<file path="config.mk">
export PLATFORM = sky130hd
export DESIGN_NAME = byte_relay
export DESIGN_NICKNAME = d
export VERILOG_FILES = /design/src/rtl/relay_pkg.sv /design/src/rtl/relay_host_rx.sv /design/src/rtl/relay_fwd_tx.sv /design/src/rtl/byte_relay.sv
export SDC_FILE = /design/constraint.sdc
export NUM_CORES = 1
export LEC_CHECK = 0
export ABC_AREA = 0
export ABC_CLOCK_PERIOD_IN_PS = 2600
export BUFFER_PORTS_ARGS = -buffer_cell sky130_fd_sc_hd__buf_2
export CORE_MARGIN = 5
export CORE_UTILIZATION = 55
export CTS_BUF_LIST = sky130_fd_sc_hd__clkbuf_2 sky130_fd_sc_hd__clkbuf_4 sky130_fd_sc_hd__clkbuf_8
export DETAILED_ROUTE_END_ITERATION = 12
export GPL_ROUTABILITY_DRIVEN = 0
export HOLD_SLACK_MARGIN = 0.02
export PLACE_DENSITY_LB_ADDON = 0.08
export SETUP_SLACK_MARGIN = 0.15
export SKIP_CTS_REPAIR_TIMING = 1
export SLEW_MARGIN = 15
export SYNTH_ARGS = -nofsm -noshare
export SYNTH_HDL_FRONTEND = slang
export SYNTH_SLANG_ARGS = --single-unit
</file>
<file path="constraint.sdc">
create_clock -name clk -period 2.6 [get_ports clk]
set_clock_uncertainty 0.2 [all_clocks]
set_input_delay 0.52 -clock clk [delete_from_list [all_inputs] [get_ports clk]]
set_output_delay 0.52 -clock clk [all_outputs]
set_load 0.01 [all_outputs]
</file>
<file path="src/rtl/relay_pkg.sv">
package relay_pkg;

  typedef enum logic [1:0] {
    TX_IDLE  = 2'd0,
    TX_SHIFT = 2'd1,
    TX_TAIL  = 2'd2
  } tx_state_t;

  // System cycles dn_ce stays high for one frame of w bits at divider div.
  function automatic int frame_cycles(input int w, input int div);
    return w * div + div / 2;
  endfunction

  // System cycles from the host edge request to the byte latch registering.
  function automatic int capture_latency(input int sync_stages);
    return sync_stages + 1;
  endfunction

endpackage

</file>
<file path="src/rtl/relay_host_rx.sv">
module relay_host_rx #(
  parameter int W = 8
) (
  input  logic         clk,
  input  logic         rst_n,
  input  logic         host_ce,
  input  logic         host_sck,
  input  logic         host_sdi,
  input  logic         busy,
  output logic         byte_done,
  output logic [W-1:0] byte_val,
  output logic         host_edge,
  output logic         err
);
  localparam int CW = $clog2(W);

  logic [1:0]   ce_sync;
  logic [2:0]   sck_sync;
  logic [1:0]   sdi_sync;
  logic [CW-1:0] bit_cnt;
  logic [W-2:0] partial;
  logic         accept;
  logic         reject;

  // Host lines are asynchronous to clk: two-stage synchronisers.
  always_ff @(posedge clk or negedge rst_n) begin
    if (!rst_n) begin
      ce_sync  <= '0;
      sck_sync <= '0;
      sdi_sync <= '0;
    end else begin
      ce_sync  <= {ce_sync[0], host_ce};
      sck_sync <= {sck_sync[1:0], host_sck};
      sdi_sync <= {sdi_sync[0], host_sdi};
    end
  end

  assign host_edge = sck_sync[1] & ~sck_sync[2] & ce_sync[1];
  assign accept    = host_edge & ~busy;
  assign reject    = host_edge & busy;

  always_ff @(posedge clk or negedge rst_n) begin
    if (!rst_n) begin
      bit_cnt   <= '0;
      partial   <= '0;
      byte_val  <= '0;
      byte_done <= 1'b0;
    end else begin
      byte_done <= 1'b0;
      if (!ce_sync[1]) begin
        bit_cnt <= '0;
      end else if (accept) begin
        partial <= {partial[W-3:0], sdi_sync[1]};
        if (bit_cnt == CW'(W - 1)) begin
          bit_cnt   <= '0;
          byte_val  <= {partial, sdi_sync[1]};
          byte_done <= 1'b1;
        end else begin
          bit_cnt <= bit_cnt + 1'b1;
        end
      end
    end
  end

  always_ff @(posedge clk or negedge rst_n) begin
    if (!rst_n)      err <= 1'b0;
    else if (reject) err <= 1'b1;
  end

  AST_ERR_STICKY: assert property (@(posedge clk) disable iff (!rst_n)
    err |=> err);

  AST_REJECT_NO_LATCH: assert property (@(posedge clk) disable iff (!rst_n)
    (host_edge && busy) |=> (err && !byte_done));

endmodule

</file>
<file path="src/rtl/relay_fwd_tx.sv">
module relay_fwd_tx
  import relay_pkg::*;
#(
  parameter int W   = 8,
  parameter int DIV = 8
) (
  input  logic         clk,
  input  logic         rst_n,
  input  logic         start,
  input  logic [W-1:0] data,
  output logic         dn_ce,
  output logic         dn_sck,
  output logic         dn_sdo,
  output logic         done
);
  localparam int HALF = DIV / 2;
  localparam int CW   = $clog2(DIV);
  localparam int BW   = $clog2(W);

  tx_state_t     state;
  logic [CW-1:0] cyc;
  logic [BW-1:0] bit_idx;
  logic [W-1:0]  shreg;

  always_ff @(posedge clk or negedge rst_n) begin
    if (!rst_n) begin
      state   <= TX_IDLE;
      cyc     <= '0;
      bit_idx <= '0;
      shreg   <= '0;
    end else begin
      unique case (state)
        TX_IDLE: begin
          if (start) begin
            state   <= TX_SHIFT;
            cyc     <= '0;
            bit_idx <= '0;
            shreg   <= data;
          end
        end
        TX_SHIFT: begin
          if (cyc == CW'(DIV - 1)) begin
            cyc   <= '0;
            shreg <= {shreg[W-2:0], 1'b0};
            if (bit_idx == BW'(W - 1)) state <= TX_TAIL;
            else                       bit_idx <= bit_idx + 1'b1;
          end else begin
            cyc <= cyc + 1'b1;
          end
        end
        TX_TAIL: begin
          if (cyc == CW'(HALF - 1)) begin
            state <= TX_IDLE;
            cyc   <= '0;
          end else begin
            cyc <= cyc + 1'b1;
          end
        end
        default: state <= TX_IDLE;
      endcase
    end
  end

  assign dn_ce  = (state != TX_IDLE);
  assign dn_sck = (state == TX_SHIFT) && (cyc >= CW'(HALF));
  assign dn_sdo = (state == TX_SHIFT) ? shreg[W-1] : 1'b0;
  assign done   = (state == TX_TAIL) && (cyc == CW'(HALF - 1));

  AST_SCK_IN_FRAME: assert property (@(posedge clk) disable iff (!rst_n)
    dn_sck |-> dn_ce);

  AST_SDO_STEADY_HIGH: assert property (@(posedge clk) disable iff (!rst_n)
    (dn_sck && $past(dn_sck)) |-> $stable(dn_sdo));

endmodule

</file>
<file path="src/rtl/byte_relay.sv">
module byte_relay #(
  parameter int W   = 8,
  parameter int DIV = 8
) (
  input  logic clk,
  input  logic rst_n,
  input  logic host_ce,
  input  logic host_sck,
  input  logic host_sdi,
  output logic host_sdo_pull,
  output logic busy,
  output logic err,
  output logic dn_ce,
  output logic dn_sck,
  output logic dn_sdo
);
  localparam int FRAME = relay_pkg::frame_cycles(W, DIV);

  logic         byte_done;
  logic [W-1:0] byte_val;
  logic         host_edge;
  logic         tx_done;
  logic [15:0]  busy_len;

  relay_host_rx #(.W(W)) u_rx (
    .clk       (clk),
    .rst_n     (rst_n),
    .host_ce   (host_ce),
    .host_sck  (host_sck),
    .host_sdi  (host_sdi),
    .busy      (busy),
    .byte_done (byte_done),
    .byte_val  (byte_val),
    .host_edge (host_edge),
    .err       (err)
  );

  relay_fwd_tx #(.W(W), .DIV(DIV)) u_tx (
    .clk    (clk),
    .rst_n  (rst_n),
    .start  (byte_done),
    .data   (byte_val),
    .dn_ce  (dn_ce),
    .dn_sck (dn_sck),
    .dn_sdo (dn_sdo),
    .done   (tx_done)
  );

  always_ff @(posedge clk or negedge rst_n) begin
    if (!rst_n)         busy <= 1'b0;
    else if (byte_done) busy <= 1'b1;
    else if (tx_done)   busy <= 1'b0;
  end

  assign host_sdo_pull = busy;

  // Length of the current busy window, kept for the frame-bound check.
  always_ff @(posedge clk or negedge rst_n) begin
    if (!rst_n)    busy_len <= '0;
    else if (busy) busy_len <= busy_len + 1'b1;
    else           busy_len <= '0;
  end

  AST_FRAME_START: assert property (@(posedge clk) disable iff (!rst_n)
    byte_done |=> (busy && dn_ce));

  AST_CE_WITHIN_BUSY: assert property (@(posedge clk) disable iff (!rst_n)
    dn_ce |-> busy);

  AST_FRAME_BOUND: assert property (@(posedge clk) disable iff (!rst_n)
    busy |-> (busy_len < 16'(FRAME)));

  AST_IDLE_UNTIL_BYTE: assert property (@(posedge clk) disable iff (!rst_n)
    $rose(busy) |-> $past(byte_done));

endmodule

</file>
==> results of run 1 <==
-- state kept, by name, summed over array words and instances (netlist names), 3 cells and up --
register and cells:
u_rx.byte_val 8, u_tx.shreg 8, u_tx.cyc 3, u_tx.bit_idx 3, u_rx.partial 7, u_rx.sck_sync 3
u_rx.bit_cnt 3
-- area by class of cell --
type / count / area share, %
sequential: 44 / 50.4
multi-input combinational: 110 / 37.0
timing repair buffer: 15 / 4.29
clock buffer: 7 / 2.98
tap: 46 / 2.63
clock inverter: 1 / 1.37
inverter: 8 / 1.37
-- layer usage --
layer	GRT usage, %	share of wire [%]	vias to the layer above
met1	18.2	44	600
met5	0	0	-
li1	-	-	617
met3	3.30	4.0	10
met2	24.0	50	28
met4	5.32	1.6	0
-- layout by cell type (no fill, tap or decap), types with 2 or more instances in the layout --
cell                        Yosys  final
sky130_fd_sc_hd__a21oi_1        3      3
sky130_fd_sc_hd__clkbuf_8       0      2
sky130_fd_sc_hd__o21ai_0        7      7
sky130_fd_sc_hd__o21ai_1        5      5
sky130_fd_sc_hd__nor2_1         6      6
sky130_fd_sc_hd__inv_1          8      8
sky130_fd_sc_hd__o21ai_2        2      2
sky130_fd_sc_hd__buf_4          1      3
sky130_fd_sc_hd__nor3_1         3      3
sky130_fd_sc_hd__a21o_1         2      2
sky130_fd_sc_hd__and2_1         2      2
sky130_fd_sc_hd__nand3_1        6      6
sky130_fd_sc_hd__dfrtp_1       44     44
sky130_fd_sc_hd__o2111ai_1      2      2
sky130_fd_sc_hd__mux2_2        15     15
sky130_fd_sc_hd__mux2i_1        9      9
sky130_fd_sc_hd__nand2_1       25     25
sky130_fd_sc_hd__o311ai_2       2      2
sky130_fd_sc_hd__clkbuf_4       0      5
sky130_fd_sc_hd__ha_1          10     10
sky130_fd_sc_hd__buf_2          2     10
-- kinds of logic after synthesis --
kind of cell,after synthesis,synth area share (%)
DFF,44,55.4
adders and majority gates,10,6.30
muxes,24,13.0
AOI/OAI and AO/OA,27,9.57
and+or+nand+nor,49,11.8
buffers and inverters,15,3.90
-- power groups by stage --
stage	Combinational, W	Sequential, W	Clock (W)
detailed placement	0.0000740	0.000786	0
floorplan	0.0000477	0.000771	0
global placement	0.0000685	0.000781	0
global route	0.0000811	0.000779	0.000503
finish	0.0000726	0.000773	0.000467
CTS	0.0000741	0.000772	0.000477
-- through the flow --
step / cells / hold WS [ns] / worst slack (ns) / total power, W / area, um2
after CTS: 230 / -0.144 / 0.226 / 0.00132 / 2170
after detailed placement: 222 / 0.137 / 0.411 / 0.000860 / 2080
after global routing: 231 / 0.0582 / 0.165 / 0.00136 / 2190
final: 231 / 0.0750 / 0.281 / 0.00131 / 2190
after floorplan: 169 / 0.0244 / 0.524 / 0.000819 / 1990
after global placement: 222 / 0.133 / 0.489 / 0.000849 / 2080
-- worst reg2reg max path: stages (launching register included) --
cell and delay, ns:
sky130_fd_sc_hd__dfrtp_1 0.40, sky130_fd_sc_hd__inv_1 0.08, sky130_fd_sc_hd__ha_1 0.26, sky130_fd_sc_hd__nor2b_2 0.21
sky130_fd_sc_hd__or3_1 0.64, sky130_fd_sc_hd__o311ai_2 0.33
-- how the worst max path moves through the flow --
stage / from / end / slack, ns / depth (start not counted)
after floorplan: u_tx.state[1] / dn_sck / 0.52 / 5
after global placement: u_tx.state[0] / u_tx.bit_idx[2] / 0.49 / 5
after detailed placement: u_tx.state[0] / u_tx.bit_idx[2] / 0.41 / 5
after CTS: u_tx.state[1] / dn_sck / 0.23 / 5
after global routing: u_tx.state[1] / dn_sck / 0.17 / 5
final: u_tx.state[1] / dn_sdo / 0.28 / 5
==> results.json, run 1 <==
{
  "floorplan.die.height_um": 70.1,
  "drv_cap": 0,
  "yosysSeqAreaShare_pct": 55.4,
  "leakage_nw": 1.05,
  "cpLargestDelayFamily": "buffers and inverters",
  "grt_first_pass_wirelength_mm": 5.80,
  "grt.total_usage_pct": 14.4,
  "worstReg2RegStart": "u_tx.state[0]",
  "cts-buffers-inserted": 5,
  "starting_density_of_the_core_pct": 58.2,
  "p_per_area_nw_per_um2": 600,
  "cpPeakStageDelay_ns": 0.41,
  "synth.cells.most_frequent": "sky130_fd_sc_hd__dfrtp_1 (44), sky130_fd_sc_hd__nand2_1 (25), sky130_fd_sc_hd__mux2_2 (15)",
  "synth.lib_cells_used.distinct": 33,
  "tightestPinTransition_ns": 0.624,
  "regToRegSetupSlack_ns": 0.38,
  "cp_launch_type": "flip-flop",
  "switching_share_pct": 21.2,
  "num_rows": 21,
  "multi_input_comb_area_um2": 808,
  "timing.slew.headroom_pct": 58.4,
  "postSynth.topFlopCell": "sky130_fd_sc_hd__dfrtp_1",
  "cts_max_path_buffers": 2,
  "clockPowerShare_pct": 35.6,
  "critical_path.n_buffers_inverters": 3,
  "number_of_buffers_inserted_by_port_buffering": 10,
  "worst-path-max-fanout": 17,
  "nNetsFinal": 199,
  "cell_type_with_the_highest_aggregate_area_in_the_netlist": "sky130_fd_sc_hd__dfrtp_1",
  "synthMostInstantiatedCell": "sky130_fd_sc_hd__dfrtp_1",
  "synth_seq_cells": 44,
  "drc": 0,
  "timing_max_transition_violations_final": 0,
  "grt_remaining_overflow": 0,
  "synthesis.nets": 184,
  "min_delay_path_depth": 1,
  "r2r_end": "u_tx.bit_idx[2]",
  "core_region_area_um2": 3420,
  "design.die.area_um2": 4910,
  "ys_warn_count": 0,
  "die_w_um": 70.1,
  "vdd_drop_max_mv": 0.484,
  "crit_path_cell_trace": "inv_1 -> ha_1 -> buf_6 -> and2_1 -> buf_2",
  "synth_top_area_share_pct": 55.4,
  "sort_of_element_at_the_end_of_the_critical_path": "primary output",
  "worst_path_max_delay_cell": "sky130_fd_sc_hd__dfrtp_1",
  "comb_power_share_pct": 5.5,
  "area.sequential_um2": 1100,
  "grt_antenna_before_repair": 0,
  "synth.top_cells.by_area": "sky130_fd_sc_hd__dfrtp_1 (55%), sky130_fd_sc_hd__mux2_2 (8.5%), sky130_fd_sc_hd__ha_1 (6.3%)",
  "final_setup_viols": 0,
  "initialDrtViolationCount": 87,
  "required_time_reported_for_the_critical_path_endpoint_ns": 1.88,
  "io-pin-count": 11,
  "synth.cell_area_um2": 1990,
  "worst_skew_pair.late_latency_ns": 0.35,
  "postSynthCellCount": 169,
  "n_antenna_cell": 0,
  "worst_hold_path.endpoint": "u_rx.sdi_sync[0]",
  "vias": 1255,
  "antenna_violating_nets_post_route": 0,
  "cts.htree.levels": 2,
  "grt_setup_unrepaired": "false",
  "criticalPathCategory": "reg2out",
  "flow.area_growth_from_synthesis_pct": 10.0,
  "route.final.wire_length_mm": 3.30,
  "r2r.worst_path.cells": 5,
  "fillerInstances": 284,
  "path_clk_slew_ns": 0.13,
  "run_status": "finished clean",
  "period_share_pct": 89.2,
  "async_set_reset_flop_share_out_of_synthesis_pct": 100,
  "post_route_cells_drive_above_1_share_pct": 23.8,
  "synth.avg_cell_area_um2": 11.8,
  "final_util_pct": 64.0,
  "synth_enable_flop_cells": 0,
  "report.final.hold_viol_count": 0,
  "netSwitchingPower_w": 0.000278,
  "seq_power_share_pct": 58.9,
  "hpwl_mm": 2.38,
  "holdCritPathClass": "in2reg",
  "drt-pass1-iter-count": 4,
  "internal-power_w": 0.00103,
  "detail_route.wl_per_cell_um": 14.3,
  "tritoncts": "built",
  "min-delay-start": "host_sdi",
  "grt_max_degree": 20,
  "worst_ep_arrival_time_ns": 1.60,
  "clock.fmax_mhz": 431,
  "post-route-min-period_ns": 2.32,
  "vias_per_cell": 5.43,
  "setup_tns_ns": 0,
  "cts_root_buffer": "sky130_fd_sc_hd__clkbuf_4",
  "vias_in_the_first_global_route": 1307,
  "numClockSinks": 44
}
Power figures use the tool's default switching activity.
==> inputs of run 2 (changes only) <==
--- a/config.mk
+++ b/config.mk
@@ -8,9 +8,10 @@
 export ABC_AREA = 0
 export ABC_CLOCK_PERIOD_IN_PS = 2600
 export BUFFER_PORTS_ARGS = -buffer_cell sky130_fd_sc_hd__buf_2
+export CORE_ASPECT_RATIO = 1.2
 export CORE_MARGIN = 5
 export CORE_UTILIZATION = 55
-export CTS_BUF_LIST = sky130_fd_sc_hd__clkbuf_2 sky130_fd_sc_hd__clkbuf_4 sky130_fd_sc_hd__clkbuf_8
+export CTS_BUF_LIST = sky130_fd_sc_hd__clkbuf_8
 export DETAILED_ROUTE_END_ITERATION = 12
 export GPL_ROUTABILITY_DRIVEN = 0
 export HOLD_SLACK_MARGIN = 0.02
==> run 2 against run 1 <==
  * Worst hold slack got worse by 0.059 ns
  * Register-to-register slack gained 0.04 ns
  * Total power increased by 4.4%
  * Clock power rose by 13%
  * Die area barely moved
==> results.json, run 2 (synthesis gave the netlist of run 1 again) <==
{
  "largest_registers": "u_rx.byte_val: 8 flops, u_tx.shreg: 8 flops, u_rx.partial: 7 flops",
  "n_antenna_cell": 0,
  "worst_hold_slack_ns": 0.0163,
  "flow.area_growth_from_synthesis_pct": 10.2,
  "numClockSinks": 44,
  "design.die.area_um2": 4920,
  "place_area_um2": 2070,
  "worst_ep_arrival_time_ns": 1.55,
  "cp_launch_type": "flip-flop",
  "cts-buffers-inserted": 5,
  "tritoncts": "built",
  "floorplan.die.height_um": 75.8,
  "route.final.wire_length_mm": 3.08,
  "drv_cap": 0,
  "criticalPathCategory": "reg2out",
  "initialDrtViolationCount": 75,
  "vias_in_the_first_global_route": 1280,
  "sort_of_element_at_the_end_of_the_critical_path": "primary output",
  "grt.total_usage_pct": 15.2,
  "final_util_pct": 61.3,
  "final_design_area_no_fill_um2": 2190,
  "r2r.worst_path.cells": 5,
  "report.final.hold_viol_count": 0,
  "cts.htree.levels": 2,
  "period_share_pct": 87.4,
  "leakage_nw": 1.06,
  "post_route_cells_drive_above_1_share_pct": 23.9,
  "core_region_area_um2": 3570,
  "vias": 1251,
  "vdd_drop_max_mv": 0.498,
  "timing_max_transition_violations_final": 0,
  "drc": 0,
  "holdCritPathClass": "in2async",
  "grt_antenna_before_repair": 0,
  "grt_remaining_overflow": 0,
  "p_per_area_nw_per_um2": 626,
  "num_rows": 24,
  "post-route-min-period_ns": 2.27,
  "vias_per_cell": 5.61,
  "hpwl_mm": 2.23,
  "tightestPinTransition_ns": 0.633,
  "nNetsFinal": 198,
  "clock.fmax_mhz": 440,
  "layout.cells.most_common": "sky130_fd_sc_hd__dfrtp_1",
  "grt_first_pass_wirelength_mm": 5.65,
  "cts_root_buffer": "sky130_fd_sc_hd__clkbuf_8",
  "die_w_um": 64.9,
  "number_of_buffers_inserted_by_port_buffering": 10,
  "cts_max_path_buffers": 2,
  "starting_density_of_the_core_pct": 55.6,
  "detail_route.wl_per_cell_um": 13.8,
  "setup_tns_ns": 0,
  "antenna_violating_nets_post_route": 0,
  "drt-pass1-iter-count": 4,
  "final_setup_viols": 0,
  "io-pin-count": 11,
  "timing.slew.headroom_pct": 57.8,
  "run_status": "finished clean",
  "grt_setup_unrepaired": "false",
  "worst_skew_pair.late_latency_ns": 0.29,
  "mostFrequentLayoutCells": "sky130_fd_sc_hd__dfrtp_1 (44), sky130_fd_sc_hd__nand2_1 (25), sky130_fd_sc_hd__mux2_2 (15)",
  "path_clk_slew_ns": 0.08,
  "required_time_reported_for_the_critical_path_endpoint_ns": 1.88,
  "worst-path-max-fanout": 16,
  "grt_max_degree": 26,
  "post-layout-total-power_w": 0.00137
}
-- run 2: cell count changes in the layout (fill, tap and decap cells not counted), sizes merged --
cell,delta
clkbuf,-1
clkinv,+1
dlygate4sd3,-1
-- run 2: area by class of cell --
| cell class | instances | area [um2] |
|---|---|---|
| Inverter | 8 | 30.0 |
| Tap cell | 39 | 48.8 |
| Clock buffer | 6 | 82.6 |
| Fill cell | 299 | 1380 |
| Multi-Input combinational cell | 110 | 808 |
| Sequential cell | 44 | 1100 |
| Clock inverter | 2 | 38.8 |
| Timing Repair Buffer | 14 | 80.1 |
-- run 2: path summary, 6_finish.rpt --
path | from | to | slack [ns]
setup / recovery | u_tx.state[1] | dn_sdo | 0.33
hold / removal | rst_n | u_tx.bit_idx[0] | 0.02
setup reg to reg | u_tx.state[0] | u_tx.bit_idx[1] | 0.42
hold reg to reg | u_rx.sdi_sync[0] | u_rx.sdi_sync[1] | 0.16
max in group asynchronous | rst_n | u_rx.partial[3] | 1.62
min in group clk | host_sck | u_rx.sck_sync[0] | 0.14
-- run 2: through the flow --
| stage | worst slack, ns | std cells |
|---|---|---|
| detailed placement | 0.436 | 215 |
| global placement | 0.489 | 215 |
| floorplan | 0.524 | 169 |
| CTS | 0.305 | 223 |
| finish | 0.327 | 223 |
| global route | 0.181 | 223 |
-- run 2: power breakdown --
| part | internal, W | total (W) | switching (W) |
|---|---|---|---|
| clock network | 0.000314 | 0.000529 | 0.000215 |
| registers | 0.000736 | 0.000771 | 0.0000353 |
| logic | 0.0000413 | 0.0000699 | 0.0000286 |
| total | 0.00109 | 0.00137 | 0.000279 |
-- run 2: per-layer routing --
metal	routed length [um]	track usage, %
met1	1370	17.8
met2	1520	25.6
met3	120	4.57
met4	68	7.75
met5	0	0
-- run 2: critical path: stages (launching register included) --
cell and delay [ns]:
sky130_fd_sc_hd__dfrtp_1 0.38, sky130_fd_sc_hd__inv_1 0.10, sky130_fd_sc_hd__ha_1 0.25, sky130_fd_sc_hd__buf_4 0.26, sky130_fd_sc_hd__and2_1 0.15, sky130_fd_sc_hd__buf_2 0.12
